## config.mk

```make
export PLATFORM = sky130hd
export DESIGN_NAME = pt_walker
export DESIGN_NICKNAME = d
export VERILOG_FILES = /design/src/rtl/ptw_pkg.sv /design/src/rtl/ptw_addr_gen.sv /design/src/rtl/ptw_leaf_check.sv /design/src/rtl/ptw_ctrl.sv /design/src/rtl/pt_walker.sv
export SDC_FILE = /design/constraint.sdc
export NUM_CORES = 1
export LEC_CHECK = 0
export BUFFER_PORTS_ARGS = -buffer_cell sky130_fd_sc_hd__buf_2
export CAP_MARGIN = 10
export CORE_ASPECT_RATIO = 0.75
export CORE_MARGIN = 8
export CORE_UTILIZATION = 52
export CTS_CLUSTER_DIAMETER = 80
export DETAILED_ROUTE_END_ITERATION = 6
export GPL_TIMING_DRIVEN = 0
export PLACE_DENSITY = 0.8
export SYNTH_ARGS = -nofsm -noshare
export SYNTH_HDL_FRONTEND = slang
export SYNTH_SLANG_ARGS = --single-unit
```

## constraint.sdc

```tcl
create_clock -name clk -period 3.1 [get_ports clk]
set_clock_uncertainty 0.15 [all_clocks]
set_input_delay 0.155 -clock clk [delete_from_list [all_inputs] [get_ports clk]]
set_output_delay 0.155 -clock clk [all_outputs]
set_load 0.01 [all_outputs]
```

## src/rtl/ptw_pkg.sv

```systemverilog
package ptw_pkg;

    localparam int VA_W      = 32;
    localparam int PA_W      = 32;
    localparam int OFS_W     = 12;
    localparam int IDX_W     = 10;
    localparam int ENT_BYTES = 4;
    localparam int ENT_SH    = $clog2(ENT_BYTES);
    localparam int PPN_W     = PA_W - OFS_W;

    // entry flag positions
    localparam int BIT_V = 0;
    localparam int BIT_R = 1;
    localparam int BIT_W = 2;
    localparam int BIT_X = 3;
    localparam int BIT_D = 4;

    typedef enum logic [1:0] {
        ACC_READ  = 2'd0,
        ACC_WRITE = 2'd1,
        ACC_EXEC  = 2'd2,
        ACC_RSVD  = 2'd3
    } acc_e;

    typedef enum logic [1:0] {
        CAUSE_NONE = 2'd0,
        CAUSE_DIR  = 2'd1,
        CAUSE_LEAF = 2'd2,
        CAUSE_PERM = 2'd3
    } cause_e;

    typedef enum logic [2:0] {
        ST_IDLE,
        ST_RD_DIR,
        ST_RD_LEAF,
        ST_WR_LEAF,
        ST_DONE,
        ST_FAULT
    } walk_st_e;

    typedef struct packed {
        logic        ok;
        logic        valid;
        logic        mark_dirty;
        logic [PA_W-1:0] wb_word;
    } leaf_chk_t;

    function automatic logic [PA_W-1:0] slot_addr(
        input logic [PA_W-1:0]  root,
        input logic [IDX_W-1:0] idx
    );
        return root + {{(PA_W-IDX_W-ENT_SH){1'b0}}, idx, {ENT_SH{1'b0}}};
    endfunction

endpackage

```

## src/rtl/ptw_addr_gen.sv

```systemverilog
module ptw_addr_gen
    import ptw_pkg::*;
(
    input  logic [VA_W-1:0]  vaddr,
    input  logic [PA_W-1:0]  root,
    input  logic [PPN_W-1:0] leaf_tbl_ppn,
    input  logic [PPN_W-1:0] page_ppn,
    output logic [PA_W-1:0]  dir_addr,
    output logic [PA_W-1:0]  leaf_addr,
    output logic [PA_W-1:0]  phys
);
    localparam int HI_LSB = OFS_W + IDX_W;

    logic [IDX_W-1:0] hi_idx;
    logic [IDX_W-1:0] lo_idx;
    logic [OFS_W-1:0] ofs;

    always_comb begin
        hi_idx    = vaddr[HI_LSB +: IDX_W];
        lo_idx    = vaddr[OFS_W +: IDX_W];
        ofs       = vaddr[OFS_W-1:0];
        dir_addr  = slot_addr(root, hi_idx);
        leaf_addr = slot_addr({leaf_tbl_ppn, {OFS_W{1'b0}}}, lo_idx);
        phys      = {page_ppn, ofs};
    end
endmodule

```

## src/rtl/ptw_leaf_check.sv

```systemverilog
module ptw_leaf_check
    import ptw_pkg::*;
(
    input  logic [PA_W-1:0] word,
    input  acc_e            acc,
    output leaf_chk_t       chk
);
    logic allowed;

    always_comb begin
        unique case (acc)
            ACC_READ:  allowed = word[BIT_R];
            ACC_WRITE: allowed = word[BIT_W];
            ACC_EXEC:  allowed = word[BIT_X];
            default:   allowed = 1'b0;
        endcase
        chk.valid      = word[BIT_V];
        chk.ok         = word[BIT_V] && allowed;
        chk.mark_dirty = (acc == ACC_WRITE) && !word[BIT_D];
        chk.wb_word    = word | (PA_W'(1) << BIT_D);
    end
endmodule

```

## src/rtl/ptw_ctrl.sv

```systemverilog
module ptw_ctrl
    import ptw_pkg::*;
(
    input  logic             clk,
    input  logic             rst,
    input  logic             start,
    input  logic [VA_W-1:0]  vaddr_in,
    input  acc_e             acc_in,
    input  logic [PA_W-1:0]  root_in,
    input  logic             mem_ready,
    input  logic [PA_W-1:0]  mem_rdata,
    input  logic [PA_W-1:0]  dir_addr,
    input  logic [PA_W-1:0]  leaf_addr,
    input  leaf_chk_t        chk,
    output logic [VA_W-1:0]  vaddr_q,
    output acc_e             acc_q,
    output logic [PA_W-1:0]  root_q,
    output logic [PPN_W-1:0] tbl_ppn_q,
    output logic [PPN_W-1:0] page_ppn_q,
    output logic             busy,
    output logic             mem_req,
    output logic             mem_we,
    output logic [PA_W-1:0]  mem_addr,
    output logic [PA_W-1:0]  mem_wdata,
    output logic             done,
    output logic             fault,
    output cause_e           cause
);
    walk_st_e        st_q;
    logic [PA_W-1:0] wb_q;
    cause_e          cause_q;

    always_ff @(posedge clk) begin
        if (rst) begin
            st_q       <= ST_IDLE;
            vaddr_q    <= '0;
            acc_q      <= ACC_READ;
            root_q     <= '0;
            tbl_ppn_q  <= '0;
            page_ppn_q <= '0;
            wb_q       <= '0;
            cause_q    <= CAUSE_NONE;
        end else begin
            unique case (st_q)
                ST_IDLE: if (start) begin
                    vaddr_q <= vaddr_in;
                    acc_q   <= acc_in;
                    root_q  <= root_in;
                    st_q    <= ST_RD_DIR;
                end
                ST_RD_DIR: if (mem_ready) begin
                    if (!mem_rdata[BIT_V]) begin
                        cause_q <= CAUSE_DIR;
                        st_q    <= ST_FAULT;
                    end else begin
                        tbl_ppn_q <= mem_rdata[PA_W-1:OFS_W];
                        st_q      <= ST_RD_LEAF;
                    end
                end
                ST_RD_LEAF: if (mem_ready) begin
                    page_ppn_q <= mem_rdata[PA_W-1:OFS_W];
                    wb_q       <= chk.wb_word;
                    if (!chk.valid) begin
                        cause_q <= CAUSE_LEAF;
                        st_q    <= ST_FAULT;
                    end else if (!chk.ok) begin
                        cause_q <= CAUSE_PERM;
                        st_q    <= ST_FAULT;
                    end else if (chk.mark_dirty) begin
                        st_q <= ST_WR_LEAF;
                    end else begin
                        st_q <= ST_DONE;
                    end
                end
                ST_WR_LEAF: if (mem_ready) st_q <= ST_DONE;
                ST_DONE:  st_q <= ST_IDLE;
                ST_FAULT: st_q <= ST_IDLE;
                default:  st_q <= ST_IDLE;
            endcase
        end
    end

    always_comb begin
        busy      = (st_q != ST_IDLE);
        mem_req   = (st_q == ST_RD_DIR) || (st_q == ST_RD_LEAF) || (st_q == ST_WR_LEAF);
        mem_we    = (st_q == ST_WR_LEAF);
        mem_addr  = (st_q == ST_RD_DIR) ? dir_addr : leaf_addr;
        mem_wdata = wb_q;
        done      = (st_q == ST_DONE);
        fault     = (st_q == ST_FAULT);
        cause     = cause_q;
    end
endmodule

```

## src/rtl/pt_walker.sv

```systemverilog
module pt_walker
    import ptw_pkg::*;
(
    input  logic        clk,
    input  logic        rst,
    input  logic        base_we,
    input  logic [31:0] base_wdata,
    input  logic        req_start,
    input  logic [31:0] req_vaddr,
    input  logic [1:0]  req_acc,
    output logic        busy,
    output logic        mem_req,
    output logic        mem_we,
    output logic [31:0] mem_addr,
    output logic [31:0] mem_wdata,
    input  logic        mem_ready,
    input  logic [31:0] mem_rdata,
    output logic        done,
    output logic [31:0] paddr,
    output logic        fault,
    output logic [1:0]  fault_cause
);
    logic [PA_W-1:0]  base_reg;
    logic [VA_W-1:0]  vaddr_q;
    acc_e             acc_q;
    logic [PA_W-1:0]  root_q;
    logic [PPN_W-1:0] tbl_ppn_q;
    logic [PPN_W-1:0] page_ppn_q;
    logic [PA_W-1:0]  dir_addr;
    logic [PA_W-1:0]  leaf_addr;
    leaf_chk_t        chk;
    cause_e           cause;

    always_ff @(posedge clk) begin
        if (rst)          base_reg <= '0;
        else if (base_we) base_reg <= base_wdata;
    end

    ptw_addr_gen u_addr (
        .vaddr        (vaddr_q),
        .root         (root_q),
        .leaf_tbl_ppn (tbl_ppn_q),
        .page_ppn     (page_ppn_q),
        .dir_addr     (dir_addr),
        .leaf_addr    (leaf_addr),
        .phys         (paddr)
    );

    ptw_leaf_check u_chk (
        .word (mem_rdata),
        .acc  (acc_q),
        .chk  (chk)
    );

    ptw_ctrl u_ctrl (
        .clk        (clk),
        .rst        (rst),
        .start      (req_start),
        .vaddr_in   (req_vaddr),
        .acc_in     (acc_e'(req_acc)),
        .root_in    (base_reg),
        .mem_ready  (mem_ready),
        .mem_rdata  (mem_rdata),
        .dir_addr   (dir_addr),
        .leaf_addr  (leaf_addr),
        .chk        (chk),
        .vaddr_q    (vaddr_q),
        .acc_q      (acc_q),
        .root_q     (root_q),
        .tbl_ppn_q  (tbl_ppn_q),
        .page_ppn_q (page_ppn_q),
        .busy       (busy),
        .mem_req    (mem_req),
        .mem_we     (mem_we),
        .mem_addr   (mem_addr),
        .mem_wdata  (mem_wdata),
        .done       (done),
        .fault      (fault),
        .cause      (cause)
    );

    assign fault_cause = cause;
endmodule

```

==> metrics.yaml <==
critPathLaunchType: "register"
outcome: "complete, no violations"
path_delay_family: "compound AO/OA/AOI/OAI gates"
crit_buf_inv: 2
place_area_mm2: 0.008124
drtIter0Drc: 591
crit_path_end: "mem_addr[27]"
hold_violations: 0
dp_cells: 1255
drive_above_1_share_pct: 25.35
pre_cts_ws_ps: 314.7
r2r-end: "u_ctrl.root_q[5]"
grt_pass1_vias: 7329
r2r_cells: 7
detail-route-antenna-nets: 0
ys_top_cells_by_area: "dfxtp_1 45%, nand2_1 15%, a21oi_1 9.1%"
vias_per_cell: 5.285
cp_max_fo: 5
yosysUniqueCellTypes: 49
track_usage_pct: 26.98
max_cap_violations: 0
rows: 36
synthCells: 882
path_class: "register to output port"
fillers: 932
clock_path_buffers: 2
netlist_area_mm2: 0.006899
slew_violations: 0
dpl.hpwl_mm: 15.95
synth-seq-cells: 155
fin_crit_sh_pct: 99.65
synth_top_family_by_area: "simple AND/OR/NAND/NOR gates"
ioPinCount: 206
regArea_mm2: 0.003104
antenna_found_initial: 2
async_reset_ff_share_pct: 0
core_mm2: 0.01297
cts_buffers: 17
met2_usage_pct: 45.59
worst_ep_required_time_ps: 2790
avgRoutedWirePerCell_um: 17.06
die_width_um: 149.0
max_slew_margin_pct: 40.49
gp_congestion: 0.8851
tns_ps: 0
grt_max_degree: 17
max_stage_delay_ps: 370
rrSetupSlack_ps: 780
synth-main-ff-cell: "dfxtp_1"
synth_most_common_cell: "nand2_1"
p_leak_nw: 4.356
crit_chain: "ha_1, a21oi_1, nand4b_1, a21boi_4, buf_6, o2111ai_1, xnor2_1, mux2_4, buf_2"
cts_tree: "yes"
crit_arrival_ps: 2780
final_area_mm2: 0.009797
ys_top_cells_by_count: "273 x nand2_1, 155 x dfxtp_1, 126 x a21oi_1, 46 x nor2_1, 39 x clkbuf_1"
wirelength_mm: 23.75
cts.clk_slew.worst_paths_ps: 70
peakVddDrop_mv: 0.5782
multi_input_area_mm2: 0.003347
grt_use_met3_pct: 7.959
fin_cells: 1392
yosysWarnings: 0
nNetsFinal: 1321
synth_edf_count: 0
overflow: 0
htree_levels: 4
synth_compound_area_share_pct: 14.80
yosys.area_share.simple_pct: 22.34
drt-pass1-iter-count: 5
clock_latency_ps: 420
seq_area_frac_synth_pct: 44.98
grt_setup_unrepaired: "yes"
synth_fa_ha_area_share_pct: 2.104
vias: 7357
drc: 0
synth_xor_area_share_pct: 2.920
fin_ws_ps: 10.86
cp-end-kind: "output port"
fin_crit_ps: 3089
synthMuxAreaShare_pct: 5.423
powerDensity_mw_per_mm2: 498.1
dieArea_mm2: 0.01725
die_h_um: 115.8
tightest_slew_ps: 892.6
fmaxAchievable_mhz: 323.7
yosysTopAreaCellShare_pct: 44.98
syn-num-nets: 996
grt_first_pass_wirelength_mm: 36.88
syn2layout_area_growth_pct: 42.00
gr-max-usage-layer: "met2"
worstHoldPathType: "input pin to register"
cts.sinks: 155
start_util_pct: 53.18
avgSynthCellArea_um2: 7.822
critPathLaunch: "u_ctrl.root_q[3]"
crit_cells: 9
hold_slack_ps: 86.40
critPathSlowestCell: "xnor2_1"
synth_area_leader_cell: "dfxtp_1"
met1_usage_pct: 32.31
root_buffer: "clkbuf_16"
setup_violations: 0
port-buffer-count: 202
r2r-start: "u_ctrl.st_q[0]"
[worst reg2reg max path: stages (launching register included)]
cell	delay (ps)
dfxtp_1	290
buf_2	160
or3_1	410
or2_2	310
clkbuf_1	310
clkbuf_1	330
nand2_1	150
a21oi_1	70
[cell usage in the layout, fill, tap and decap left out, types with 4 or more instances in the layout]
cell	count
inv_8	4
buf_1	6
ha_1	7
buf_2	216
mux2i_1	34
clkbuf_1	38
o211ai_1	4
nand2_1	273
a21oi_1	125
buf_4	39
a21o_1	5
nor2_1	46
a31oi_1	4
o21ai_1	7
xor2_1	14
nand3_1	11
xnor2_1	9
inv_6	6
and3_1	5
clkbuf_16	17
inv_1	7
and2_1	8
dfxtp_1	154
dlygate4sd3_1	97
o21ai_0	27
[metrics by stage]
stage,util [%],total power [mW]
floorplan,-,2.501
global placement,62.63,2.726
detailed placement,62.63,2.736
CTS,74.94,4.859
global route,75.50,5.052
finish,75.52,4.880
[power by group]
| group | total [mW] | leakage [nW] | internal, mW | switching [mW] |
|---|---|---|---|---|
| clock | 2.06 | 0.283 | 1.14 | 0.922 |
| combinational | 0.686 | 2.81 | 0.305 | 0.381 |
| sequential | 2.13 | 1.26 | 2.08 | 0.0561 |
[how the worst min path moves through the flow]
stage	startpoint	endpoint	slack [ps]	cells past startpoint
after floorplan	mem_rdata[25]	u_ctrl.tbl_ppn_q[13]	140	2
after global placement	base_wdata[22]	base_reg[22]	240	3
after detailed placement	base_wdata[8]	base_reg[8]	250	3
after CTS	mem_ready	u_ctrl.st_q[2]	70	3
after global routing	mem_ready	u_ctrl.st_q[2]	120	3
final	mem_ready	u_ctrl.st_q[2]	90	3
[timing repair]
item                                   in CTS  in global routing
setup endpoints to repair                  12                 20
gates resized for setup                     6                 18
pin swaps                                   1                  4
endpoints found under the hold margin     117                  0
hold buffers                               97                  0
cloned                                      0                  0
setup buffers                               5                  2
[layer usage]
| layer | part of all wire, % | vias to the layer above |
|---|---|---|
| li1 | - | 3550 |
| met2 | 48 | 308 |
| met3 | 9.5 | 48 |
| met4 | 1.8 | 2 |
| met1 | 41 | 3449 |
| met5 | 0.055 | - |
[cell families (layout without fill, tap and decap cells)]
kind of cell / Yosys count / after routing
compound gates: 187 / 187
other cells: 0 / 2
simple gates: 370 / 370
mux: 37 / 37
xor+xnor: 23 / 23
flops: 155 / 155
buf+inv: 99 / 436
fa+ha+maj: 11 / 11
[final cells by class]
class	instances	share of cell area, %
clock inverters	14	1.520
plain buffers	92	4.981
multi-input cells	628	34.16
diodes	2	0.05109
clock buffers	17	4.342
repair buffers	306	20.80
flip-flops and latches	155	31.69
inverters	7	0.2682
well taps	171	2.184
Note: power is estimated with default switching activity, not from simulation.
